### src/rtl/ps2_tx_pkg.sv
package ps2_tx_pkg;

    localparam int FRAME_BITS   = 11;
    localparam int DELIVER_EDGE = 10;

    typedef logic [FRAME_BITS-1:0] frame_t;

    typedef enum logic [1:0] {
        ST_WAIT,
        ST_SETUP,
        ST_LOW,
        ST_HIGH
    } tx_state_e;

    typedef struct packed {
        logic clk_low;
        logic data_low;
    } line_drive_t;

    function automatic logic odd_parity(input logic [7:0] b);
        return ~(^b);
    endfunction

    // Bit 0 leaves first: start, byte LSB first, parity, stop.
    function automatic frame_t build_frame(input logic [7:0] b);
        frame_t f;
        f[0]   = 1'b0;
        f[8:1] = b;
        f[9]   = odd_parity(b);
        f[10]  = 1'b1;
        return f;
    endfunction

endpackage

### src/rtl/ps2_line_sync.sv
module ps2_line_sync #(
    parameter int STAGES = 2,
    parameter int WIDTH  = 2
) (
    input  logic             clk,
    input  logic             rst,
    input  logic [WIDTH-1:0] async_i,
    output logic [WIDTH-1:0] sync_o
);
    for (genvar i = 0; i < WIDTH; i++) begin : g_line
        logic [STAGES-1:0] chain;
        always_ff @(posedge clk) begin
            if (rst) chain <= '1;
            else     chain <= {chain[STAGES-2:0], async_i[i]};
        end
        assign sync_o[i] = chain[STAGES-1];
    end
endmodule

### src/rtl/ps2_tick_counter.sv
module ps2_tick_counter #(
    parameter int WIDTH = 13
) (
    input  logic             clk,
    input  logic             rst,
    input  logic             clear,
    output logic [WIDTH-1:0] count
);
    always_ff @(posedge clk) begin
        if (rst || clear)     count <= '0;
        else if (count != '1) count <= count + 1'b1;
    end
endmodule

### src/rtl/ps2_tx_buffer.sv
module ps2_tx_buffer (
    input  logic       clk,
    input  logic       rst,
    input  logic       in_valid,
    input  logic [7:0] in_byte,
    input  logic       release_i,
    output logic       full_o,
    output logic [7:0] byte_o
);
    logic       full_q;
    logic [7:0] byte_q;

    always_ff @(posedge clk) begin
        if (rst) begin
            full_q <= 1'b0;
            byte_q <= '0;
        end else if (release_i) begin
            full_q <= 1'b0;
        end else if (in_valid && !full_q) begin
            full_q <= 1'b1;
            byte_q <= in_byte;
        end
    end

    assign full_o = full_q;
    assign byte_o = byte_q;

    AST_KEEP_UNTIL_DELIVERED: assert property (@(posedge clk) disable iff (rst)
        (full_q && !release_i) |=> (full_q && $stable(byte_q)));
    AST_TAKE_WHEN_EMPTY: assert property (@(posedge clk) disable iff (rst)
        (in_valid && !full_q && !release_i) |=> full_q);
endmodule

### src/rtl/ps2_tx_engine.sv
module ps2_tx_engine
    import ps2_tx_pkg::*;
#(
    parameter int HALF_TICKS  = 2000,
    parameter int SYNC_STAGES = 2
) (
    input  logic        clk,
    input  logic        rst,
    input  logic        clk_s,
    input  logic        data_s,
    input  logic        buf_full,
    input  logic [7:0]  buf_byte,
    output logic        deliver_o,
    output logic        host_req_o,
    output line_drive_t drive_o
);
    localparam int IDLE_TICKS = 2 * HALF_TICKS;
    localparam int MID_TICKS  = HALF_TICKS / 2;
    localparam int GUARD      = SYNC_STAGES + 1;
    localparam int CW         = $clog2(IDLE_TICKS + 1);
    localparam int EW         = $clog2(FRAME_BITS + 1);

    localparam logic [CW-1:0] IDLE_LAST = CW'(IDLE_TICKS - 1);
    localparam logic [CW-1:0] HALF_LAST = CW'(HALF_TICKS - 1);
    localparam logic [CW-1:0] MID_LAST  = CW'(MID_TICKS - 1);
    localparam logic [CW-1:0] GUARD_C   = CW'(GUARD);
    localparam logic [EW-1:0] LAST_EDGE = EW'(FRAME_BITS);
    localparam logic [EW-1:0] DLV_EDGE  = EW'(DELIVER_EDGE);

    tx_state_e       state_q, state_d;
    frame_t          shreg_q, shreg_d;
    logic [EW-1:0]   edges_q, edges_d;
    logic [CW-1:0]   cnt;
    logic            cnt_clr;
    logic            host_holds;

    ps2_tick_counter #(.WIDTH(CW)) u_phase_cnt (
        .clk   (clk),
        .rst   (rst),
        .clear (cnt_clr),
        .count (cnt)
    );

    // Released clock seen low once the readback has had time to settle.
    assign host_holds = !clk_s && (cnt >= GUARD_C);

    always_comb begin
        state_d   = state_q;
        shreg_d   = shreg_q;
        edges_d   = edges_q;
        cnt_clr   = 1'b0;
        deliver_o = 1'b0;
        unique case (state_q)
            ST_WAIT: begin
                if (!buf_full || !clk_s || !data_s) begin
                    cnt_clr = 1'b1;
                end else if (cnt == IDLE_LAST) begin
                    state_d = ST_SETUP;
                    cnt_clr = 1'b1;
                    shreg_d = build_frame(buf_byte);
                    edges_d = '0;
                end
            end
            ST_SETUP: begin
                if (host_holds) begin
                    state_d = ST_WAIT;
                    cnt_clr = 1'b1;
                    shreg_d = '1;
                end else if (cnt == HALF_LAST) begin
                    state_d = ST_LOW;
                    cnt_clr = 1'b1;
                end
            end
            ST_LOW: begin
                if (cnt == HALF_LAST) begin
                    state_d = ST_HIGH;
                    cnt_clr = 1'b1;
                    edges_d = edges_q + 1'b1;
                    if (edges_q == DLV_EDGE - 1'b1) deliver_o = 1'b1;
                end
            end
            ST_HIGH: begin
                if (host_holds && (edges_q < DLV_EDGE)) begin
                    state_d = ST_WAIT;
                    cnt_clr = 1'b1;
                    shreg_d = '1;
                end else begin
                    if (cnt == MID_LAST) shreg_d = {1'b1, shreg_q[FRAME_BITS-1:1]};
                    if (cnt == HALF_LAST) begin
                        cnt_clr = 1'b1;
                        state_d = (edges_q == LAST_EDGE) ? ST_WAIT : ST_LOW;
                    end
                end
            end
            default: state_d = ST_WAIT;
        endcase
    end

    always_ff @(posedge clk) begin
        if (rst) begin
            state_q <= ST_WAIT;
            shreg_q <= '1;
            edges_q <= '0;
        end else begin
            state_q <= state_d;
            shreg_q <= shreg_d;
            edges_q <= edges_d;
        end
    end

    assign drive_o.clk_low  = (state_q == ST_LOW);
    assign drive_o.data_low = (state_q != ST_WAIT) && !shreg_q[0];
    assign host_req_o       = (state_q == ST_WAIT) && clk_s && !data_s;

    AST_EDGE_LIMIT: assert property (@(posedge clk) disable iff (rst)
        edges_q <= LAST_EDGE);
    AST_START_BIT_LOW: assert property (@(posedge clk) disable iff (rst)
        (state_q == ST_SETUP) |-> drive_o.data_low);
    AST_START_NEEDS_IDLE: assert property (@(posedge clk) disable iff (rst)
        (state_q == ST_SETUP && $past(state_q) == ST_WAIT) |-> ($past(clk_s) && $past(data_s)));
    AST_RTS_LINES_FREE: assert property (@(posedge clk) disable iff (rst)
        host_req_o |-> (!drive_o.clk_low && !drive_o.data_low));
    AST_DATA_STEADY_LOW: assert property (@(posedge clk) disable iff (rst)
        (state_q == ST_LOW || $past(state_q) == ST_LOW) |-> $stable(drive_o.data_low));
    AST_DELIVER_AT_TENTH: assert property (@(posedge clk) disable iff (rst)
        deliver_o |=> (state_q == ST_HIGH && edges_q == DLV_EDGE));
endmodule

### src/rtl/ps2_dev_tx.sv
module ps2_dev_tx
    import ps2_tx_pkg::*;
#(
    parameter int HALF_TICKS  = 2000,
    parameter int SYNC_STAGES = 2
) (
    input  logic       clk,
    input  logic       rst,
    input  logic       in_valid,
    input  logic [7:0] in_byte,
    output logic       in_ready,
    input  logic       ps2_clk_i,
    input  logic       ps2_data_i,
    output logic       ps2_clk_low_o,
    output logic       ps2_data_low_o,
    output logic       host_req_o
);
    logic [1:0]  lines_s;
    logic        buf_full;
    logic [7:0]  buf_byte;
    logic        deliver;
    line_drive_t drive;

    ps2_line_sync #(.STAGES(SYNC_STAGES), .WIDTH(2)) u_sync (
        .clk     (clk),
        .rst     (rst),
        .async_i ({ps2_clk_i, ps2_data_i}),
        .sync_o  (lines_s)
    );

    ps2_tx_buffer u_buf (
        .clk       (clk),
        .rst       (rst),
        .in_valid  (in_valid),
        .in_byte   (in_byte),
        .release_i (deliver),
        .full_o    (buf_full),
        .byte_o    (buf_byte)
    );

    ps2_tx_engine #(.HALF_TICKS(HALF_TICKS), .SYNC_STAGES(SYNC_STAGES)) u_engine (
        .clk        (clk),
        .rst        (rst),
        .clk_s      (lines_s[1]),
        .data_s     (lines_s[0]),
        .buf_full   (buf_full),
        .buf_byte   (buf_byte),
        .deliver_o  (deliver),
        .host_req_o (host_req_o),
        .drive_o    (drive)
    );

    assign in_ready       = !buf_full;
    assign ps2_clk_low_o  = drive.clk_low;
    assign ps2_data_low_o = drive.data_low;
endmodule

### config.mk
export PLATFORM = sky130hd
export DESIGN_NAME = ps2_dev_tx
export DESIGN_NICKNAME = d
export VERILOG_FILES = /design/src/rtl/ps2_tx_pkg.sv /design/src/rtl/ps2_line_sync.sv /design/src/rtl/ps2_tick_counter.sv /design/src/rtl/ps2_tx_buffer.sv /design/src/rtl/ps2_tx_engine.sv /design/src/rtl/ps2_dev_tx.sv
export SDC_FILE = /design/constraint.sdc
export NUM_CORES = 1
export LEC_CHECK = 0
export ABC_AREA = 1
export BUFFER_PORTS_ARGS = -buffer_cell sky130_fd_sc_hd__buf_2
export CELL_PAD_IN_SITES_DETAIL_PLACEMENT = 2
export CELL_PAD_IN_SITES_GLOBAL_PLACEMENT = 2
export CORE_MARGIN = 8
export CORE_UTILIZATION = 33
export DETAILED_ROUTE_END_ITERATION = 12
export PLACE_DENSITY = 0.8
export SETUP_SLACK_MARGIN = 0.3
export SYNTH_ARGS = -nofsm -noshare
export SYNTH_HDL_FRONTEND = slang
export SYNTH_HIERARCHICAL = 1
export SYNTH_SLANG_ARGS = --single-unit
### constraint.sdc
create_clock -name clk -period 2.2 [get_ports clk]
set_input_delay 0.22 -clock clk [delete_from_list [all_inputs] [get_ports clk]]
set_output_delay 0.22 -clock clk [all_outputs]
set_load 0.01 [all_outputs]
==> metrics.txt, run 1 <==
Post-Syn Area=2390 um^2; Max VDD drop=0.234 mV; largest net degree at the start of global routing=17; Avg Cell Area, Syn=6.44 um^2; area leader, netlist=dfxtp_1; distinct cell type count after synthesis=28; Rel. slew slack=62.6%; TritonRoute pass-1 iters=4; clock slew at reported path FFs=0.08 ns; fin cells=507; first-pass GRT wire length=13200 um; I/O Buffers=16; Via Count=2499; die height=101 um; root cell of the clock tree=clkbuf_8; fmax=0.510 GHz; CP startpoint kind=flop; area of the core=7140 um^2; CTS max path bufs=2; Nets=423; Cells after Synth=371; hold slack=0.0942 ns; class of the worst hold path=in -> reg; Synth Register Bits=41; post-synth top area share=34.3%; Max-Cap Viols=0; clock sinks=41; Final min period=1.96 ns; Pwr Density=539 nW/um^2; crit path max fanout=6; Setup TNS Final=0 ns; Core Rows=31; CTS tree=done; crit end category=flop; Arr. time, crit path=2.16 ns; Tot Pwr=1.58 mW; unrepaired setup endpoints after global routing=yes; Clock power frac=41.4%; TritonCTS Buffers=5; die area=10200 um^2; Clock Skew=0.00438 ns; Starting Density=33.5%; Ports=17; leak pwr=1.32 nW; Internal Power=1.18 mW; cts hold-fix bufs=0; gr usage total=16.2%; ANT cells=0; Area contributors post-synth=dfxtp_1, nand2_1, nor2_1; GR Overflow Total=0; Core Util, Final=41.1%; final setup vio count=0; latest clock arrival within the worst-skew pair=0.30 ns; antenna violations before repair=0; post-detailed-route DRC marker count=0; H-tree depth=2; vias in the first global route=2758; Die Span X=101 um; sw frac=25.3%; Final period util=89.1%; P&R area growth vs syn=22.6%; drt via density=4.93; layout cells sized above 1=24.3%; Reg power frac=48.7%; final hold viol count=0; antenna-violating nets left=0; combinational share of power=9.9%; Mapped Nets=387; worst endpoint required time=2.40 ns; First DRT Iteration DRCs=128; DP HPWL=5560 um; yosys warns=6; Routed Wire Length=8930 um; Slew Viols, Final=0; Wirelength per Cell=17.6 um; sequential fraction of the synthesis area=34.3%; Worst Tran Pin Value=0.557 ns; net switching power figure=0.400 mW; WS Path Type=reg -> reg; number of fill cells=902; gpl congestion=0.856; Post-Place Cells=486; outcome=completed
[per-stage QoR]
step / worst slack [ns] / instance area [um^2]
2_1_floorplan: 0.495 / 2390
3_3_place_gp: 0.0804 / 2590
3_5_place_dp: -0.0268 / 2590
4_1_cts: 0.304 / 2750
5_1_grt: 0.101 / 2930
6_report: 0.240 / 2930
[registers in the layout, indices dropped and copies added (netlist names)]
name / count
u_buf/byte_o: 8
u_buf/full_o: 1
u_engine/edges_q: 4
u_engine/shreg_q: 10
u_engine/state_q: 2
u_engine/u_phase_cnt/count: 12
u_sync/g_line.chain: 4
[cell usage after synthesis]
master	number
nor2_1	68
nand3_2	3
nand3_1	33
o21ai_0	6
a21oi_1	21
nor2_4	5
nand2_2	7
nor3_1	6
ha_1	3
o211ai_1	1
o21ai_1	1
nor2_2	1
inv_2	4
nand3_4	1
xnor2_1	9
buf_4	3
inv_1	48
clkbuf_1	1
nand4_2	1
nand4_1	3
buf_2	1
a31oi_1	1
buf_6	2
or2_1	2
dfxtp_1	41
nand3b_1	4
nand2_1	94
nor2_8	1
[worst paths after layout]
| kind | startpoint | endpoint | slack, ns | depth (start not counted) |
|---|---|---|---|---|
| setup / recovery | u_engine/u_phase_cnt/count[10]$_SDFFE_PP0P_ | u_engine/u_phase_cnt/count[10]$_SDFFE_PP0P_ | 0.24 | 13 |
| hold / removal | ps2_data_i | u_sync/g_line[0].chain[0]$_SDFF_PP1_ | 0.09 | 3 |
| setup reg to reg | u_engine/u_phase_cnt/count[10]$_SDFFE_PP0P_ | u_engine/u_phase_cnt/count[10]$_SDFFE_PP0P_ | 0.24 | 13 |
| hold reg to reg | u_sync/g_line[0].chain[0]$_SDFF_PP1_ | u_sync/g_line[0].chain[1]$_SDFF_PP1_ | 0.43 | 2 |
[cells in the final DEF, fill, tap and decap left out, drive strengths merged]
| cell | netlist | layout |
|---|---|---|
| nand3b | 4 | 4 |
| bufinv | 0 | 1 |
| o21ai | 7 | 7 |
| clkbuf | 1 | 7 |
| or2 | 2 | 2 |
| ha | 3 | 3 |
| o211ai | 1 | 1 |
| a21oi | 21 | 21 |
| nand3 | 37 | 37 |
| nor3 | 6 | 6 |
| a31oi | 1 | 1 |
| nand4 | 4 | 4 |
| buf | 6 | 36 |
| inv | 52 | 52 |
| xnor2 | 9 | 9 |
| dfxtp | 41 | 41 |
| nand2 | 101 | 101 |
| nor2 | 75 | 75 |
[critical path, stage by stage (launching register included)]
cell and delay (ns):
dfxtp_2 0.37, buf_6 0.12, nand2_1 0.09, nor2_1 0.22, nand3_1 0.10, nand2_1 0.09
inv_1 0.05, nand2_2 0.11, nand3_2 0.08, o211ai_1 0.18, nor2_4 0.12, buf_4 0.16
nand2_1 0.09, inv_1 0.06
[timing repair]
action / CTS / global route
endpoints found under the setup margin: 28 / 15
buffers inserted: 2 / 11
resized for setup: 11 / 37
pin swaps: 1 / 10
hold endpoints to repair: 0 / 0
[routing by layer]
metal,GRT usage (%),vias to the layer above,part of all wire [%]
met2,29.2,35,52
li1,-,1227,-
met5,0,-,0
met3,2.42,16,2.1
met4,6.76,0,2.2
met1,18.6,1221,44
[area by class of cell]
class                           instances  area, um^2  share of cell area, %
Sequential cell                        41         855                   29.2
Tap cell                               99         124                   4.23
Inverter                               52         195                   6.66
Clock buffer                            7        86.3                   2.95
Timing Repair Buffer                   36         234                   7.98
Clock inverter                          1        30.0                   1.02
Multi-Input combinational cell        271        1410                   48.0
[power by group through the flow]
stage	Combinational, mW	Sequential [mW]	Clock [mW]
2_1_floorplan	0.104	0.788	0
3_3_place_gp	0.130	0.792	0
3_5_place_dp	0.140	0.794	0
4_1_cts	0.145	0.777	0.675
5_1_grt	0.177	0.773	0.710
6_report	0.157	0.769	0.653
[kinds of logic after synthesis]
kind of cell | share of synthesized area [%]
compound gates | 6.44
xor+xnor | 3.30
flops | 34.3
simple gates | 44.0
fa+ha+maj | 1.57
buf+inv | 10.4
Note: power is estimated with default switching activity, not from simulation.
==> run 2: changes to the inputs <==
==> constraint.sdc (replaced) <==
create_clock -name clk -period 2.2 [get_ports clk]
set_input_delay 0.22 -clock clk [delete_from_list [all_inputs] [get_ports clk]]
set_output_delay 0.22 -clock clk [all_outputs]
set_load 0.1 [all_outputs]
==> run 2 against run 1 <==
Non-clock buffer count is 13 lower; core utilization is 1.7 points lower; sequential power hardly changed; routed wire length is 18% lower; register-to-register slack better by 0.13 ns; final cell count is 2.6% lower; clock power is 1% lower; worst setup slack better by 0.13 ns; cell area is 4.1% lower; largest power group unchanged.
==> metrics.txt, run 2 (synthesized netlist as in run 1, its figures left out) <==
hold slack=0.0948 ns; most flop-heavy register=u_engine/u_phase_cnt/count; CTS tree=done; register area=847 um^2; root cell of the clock tree=clkbuf_8; outcome=completed; Max-Cap Viols=0; CTS max path bufs=2; TritonRoute pass-1 iters=4; unrepaired setup endpoints after global routing=yes; First DRT Iteration DRCs=52; antenna-violating nets left=0; leak pwr=1.23 nW; clock sinks=41; post-detailed-route DRC marker count=0; Pwr Density=562 nW/um^2; final worst setup slack=0.369 ns; P&R area growth vs syn=17.5%; die height=101 um; latest clock arrival within the worst-skew pair=0.29 ns; die area=10200 um^2; Worst R2R Start=u_engine/u_phase_cnt/count[3]$_SDFFE_PP0P_; I/O Buffers=16; final setup vio count=0; Wirelength per Cell=14.7 um; vias in the first global route=2546; Die Span X=101 um; WL met1=3380 um; Via Count=2369; Nets=410; hold worst-path end=u_sync/g_line[0].chain[0]$_SDFF_PP1_; Routed Wire Length=7280 um; R2R cell count=12; Worst Tran Pin Value=0.581 ns; layout cells sized above 1=20.8%; antenna violations before repair=0; TritonCTS Buffers=5; WS Path Type=reg -> reg; Multi-input gate area=1390 um^2; largest net degree at the start of global routing=17; max reg flops=12; class of the worst hold path=in -> reg; crit end category=flop; Core Util, Final=39.4%; Clock Skew=0.00629 ns; number of fill cells=905; Final min period=1.83 ns; DP HPWL=5640 um; critical-path cell list=nand2_1 > nor2_4 > nand3_2 > nand2_1 > nand2_2 > nor2_4 > nand3_1 > o211ai_1 > nor2_4 > buf_4 > nand2_1 > inv_1; crit path max fanout=8; Rel. slew slack=61.0%; R2R setup slack=0.37 ns; cell count of the worst hold path=3; first-pass GRT wire length=12000 um; fmax=0.546 GHz; drt via density=4.80; DR top layer=met4; commonest non-fill, non-tap cell in the layout=nand2_1; gpl congestion=0.837; commonest cells after routing, fill and taps aside=nand2_1, nor2_1, inv_1; reg-to-reg endpoint=u_engine/u_phase_cnt/count[5]$_SDFFE_PP0P_; hold_sp=ps2_data_i; area of the core=7140 um^2; clock slew at reported path FFs=0.09 ns; Max VDD drop=0.227 mV; wire length on met3=106 um; met2 wire len=3680 um; Arr. time, crit path=2.03 ns; Setup TNS Final=0 ns; final hold viol count=0; H-tree depth=2; Ports=17; Tot Pwr=1.58 mW; gr usage total=14.6%; ANT cells=0; pre-CTS WS=0.171 ns; cts hold-fix bufs=0; GR Overflow Total=0; CP startpoint kind=flop; CP max-delay cell=dfxtp_1; Starting Density=33.5%; CP peak stage delay=0.38 ns; Slew Viols, Final=0; Final period util=83.2%; worst endpoint required time=2.39 ns; Core Rows=31
run 2: cell count changes in the layout (fill, tap and decap cells not counted), sizes merged:
cell  before  now
buf       36   23
run 2: power by group:
part / total [mW] / leakage (nW) / switching, mW / internal, mW
Combinational: 0.164 / 0.829 / 0.105 / 0.0592
Sequential: 0.771 / 0.342 / 0.0171 / 0.754
Clock: 0.644 / 0.0585 / 0.274 / 0.370
Total: 1.58 / 1.23 / 0.395 / 1.18
run 2: layer usage:
| metal | vias to the layer above | global-route usage (%) |
|---|---|---|
| met4 | 0 | 5.50 |
| met1 | 1147 | 17.0 |
| li1 | 1195 | - |
| met5 | - | 0 |
| met3 | 9 | 2.42 |
| met2 | 18 | 26.0 |
run 2: worst max-delay path: cells and delay by family, from the launching register on:
family	cells	cell delay [ns]
buffers and inverters	2	0.19
AND/OR/NAND/NOR	9	0.97
AO/OA/AOI/OAI	1	0.18
flip-flops	1	0.38
run 2: final cells by class:
type / count / area share [%]
multi-input combinational: 271 / 49.4
sequential: 41 / 30.2
inverter: 52 / 7.04
timing repair buffer: 23 / 4.81
tap: 99 / 4.41
clock buffer: 7 / 3.07
clock inverter: 1 / 1.07
run 2: metrics by stage:
step,cell area [um^2],instances
global route,2810,494
floorplan,2410,371
finish,2810,494
detailed placement,2580,481
CTS,2720,489
global placement,2580,481
run 2: how the worst max path moves through the flow:
stage	from	endpoint	depth (start not counted)
final	u_engine/u_phase_cnt/count[3]$_SDFFE_PP0P_	u_engine/u_phase_cnt/count[5]$_SDFFE_PP0P_	12
after global routing	u_engine/u_phase_cnt/count[2]$_SDFFE_PP0P_	u_engine/u_phase_cnt/count[10]$_SDFFE_PP0P_	12
after CTS	u_engine/u_phase_cnt/count[9]$_SDFFE_PP0P_	u_engine/u_phase_cnt/count[8]$_SDFFE_PP0P_	11
after detailed placement	u_engine/u_phase_cnt/count[1]$_SDFFE_PP0P_	u_engine/u_phase_cnt/count[1]$_SDFFE_PP0P_	11
after global placement	u_engine/state_q[0]$_SDFFE_PP0P_	u_engine/u_phase_cnt/count[2]$_SDFFE_PP0P_	8
after floorplan	u_engine/state_q[1]$_SDFFE_PP0P_	u_engine/u_phase_cnt/count[3]$_SDFFE_PP0P_	10
run 2: timing repair:
item	CTS	global route
endpoints found under the hold margin	0	0
gates cloned	0	0
pin swaps	1	5
resized for setup	13	18
setup buffers	0	5
endpoints found under the setup margin	24	30
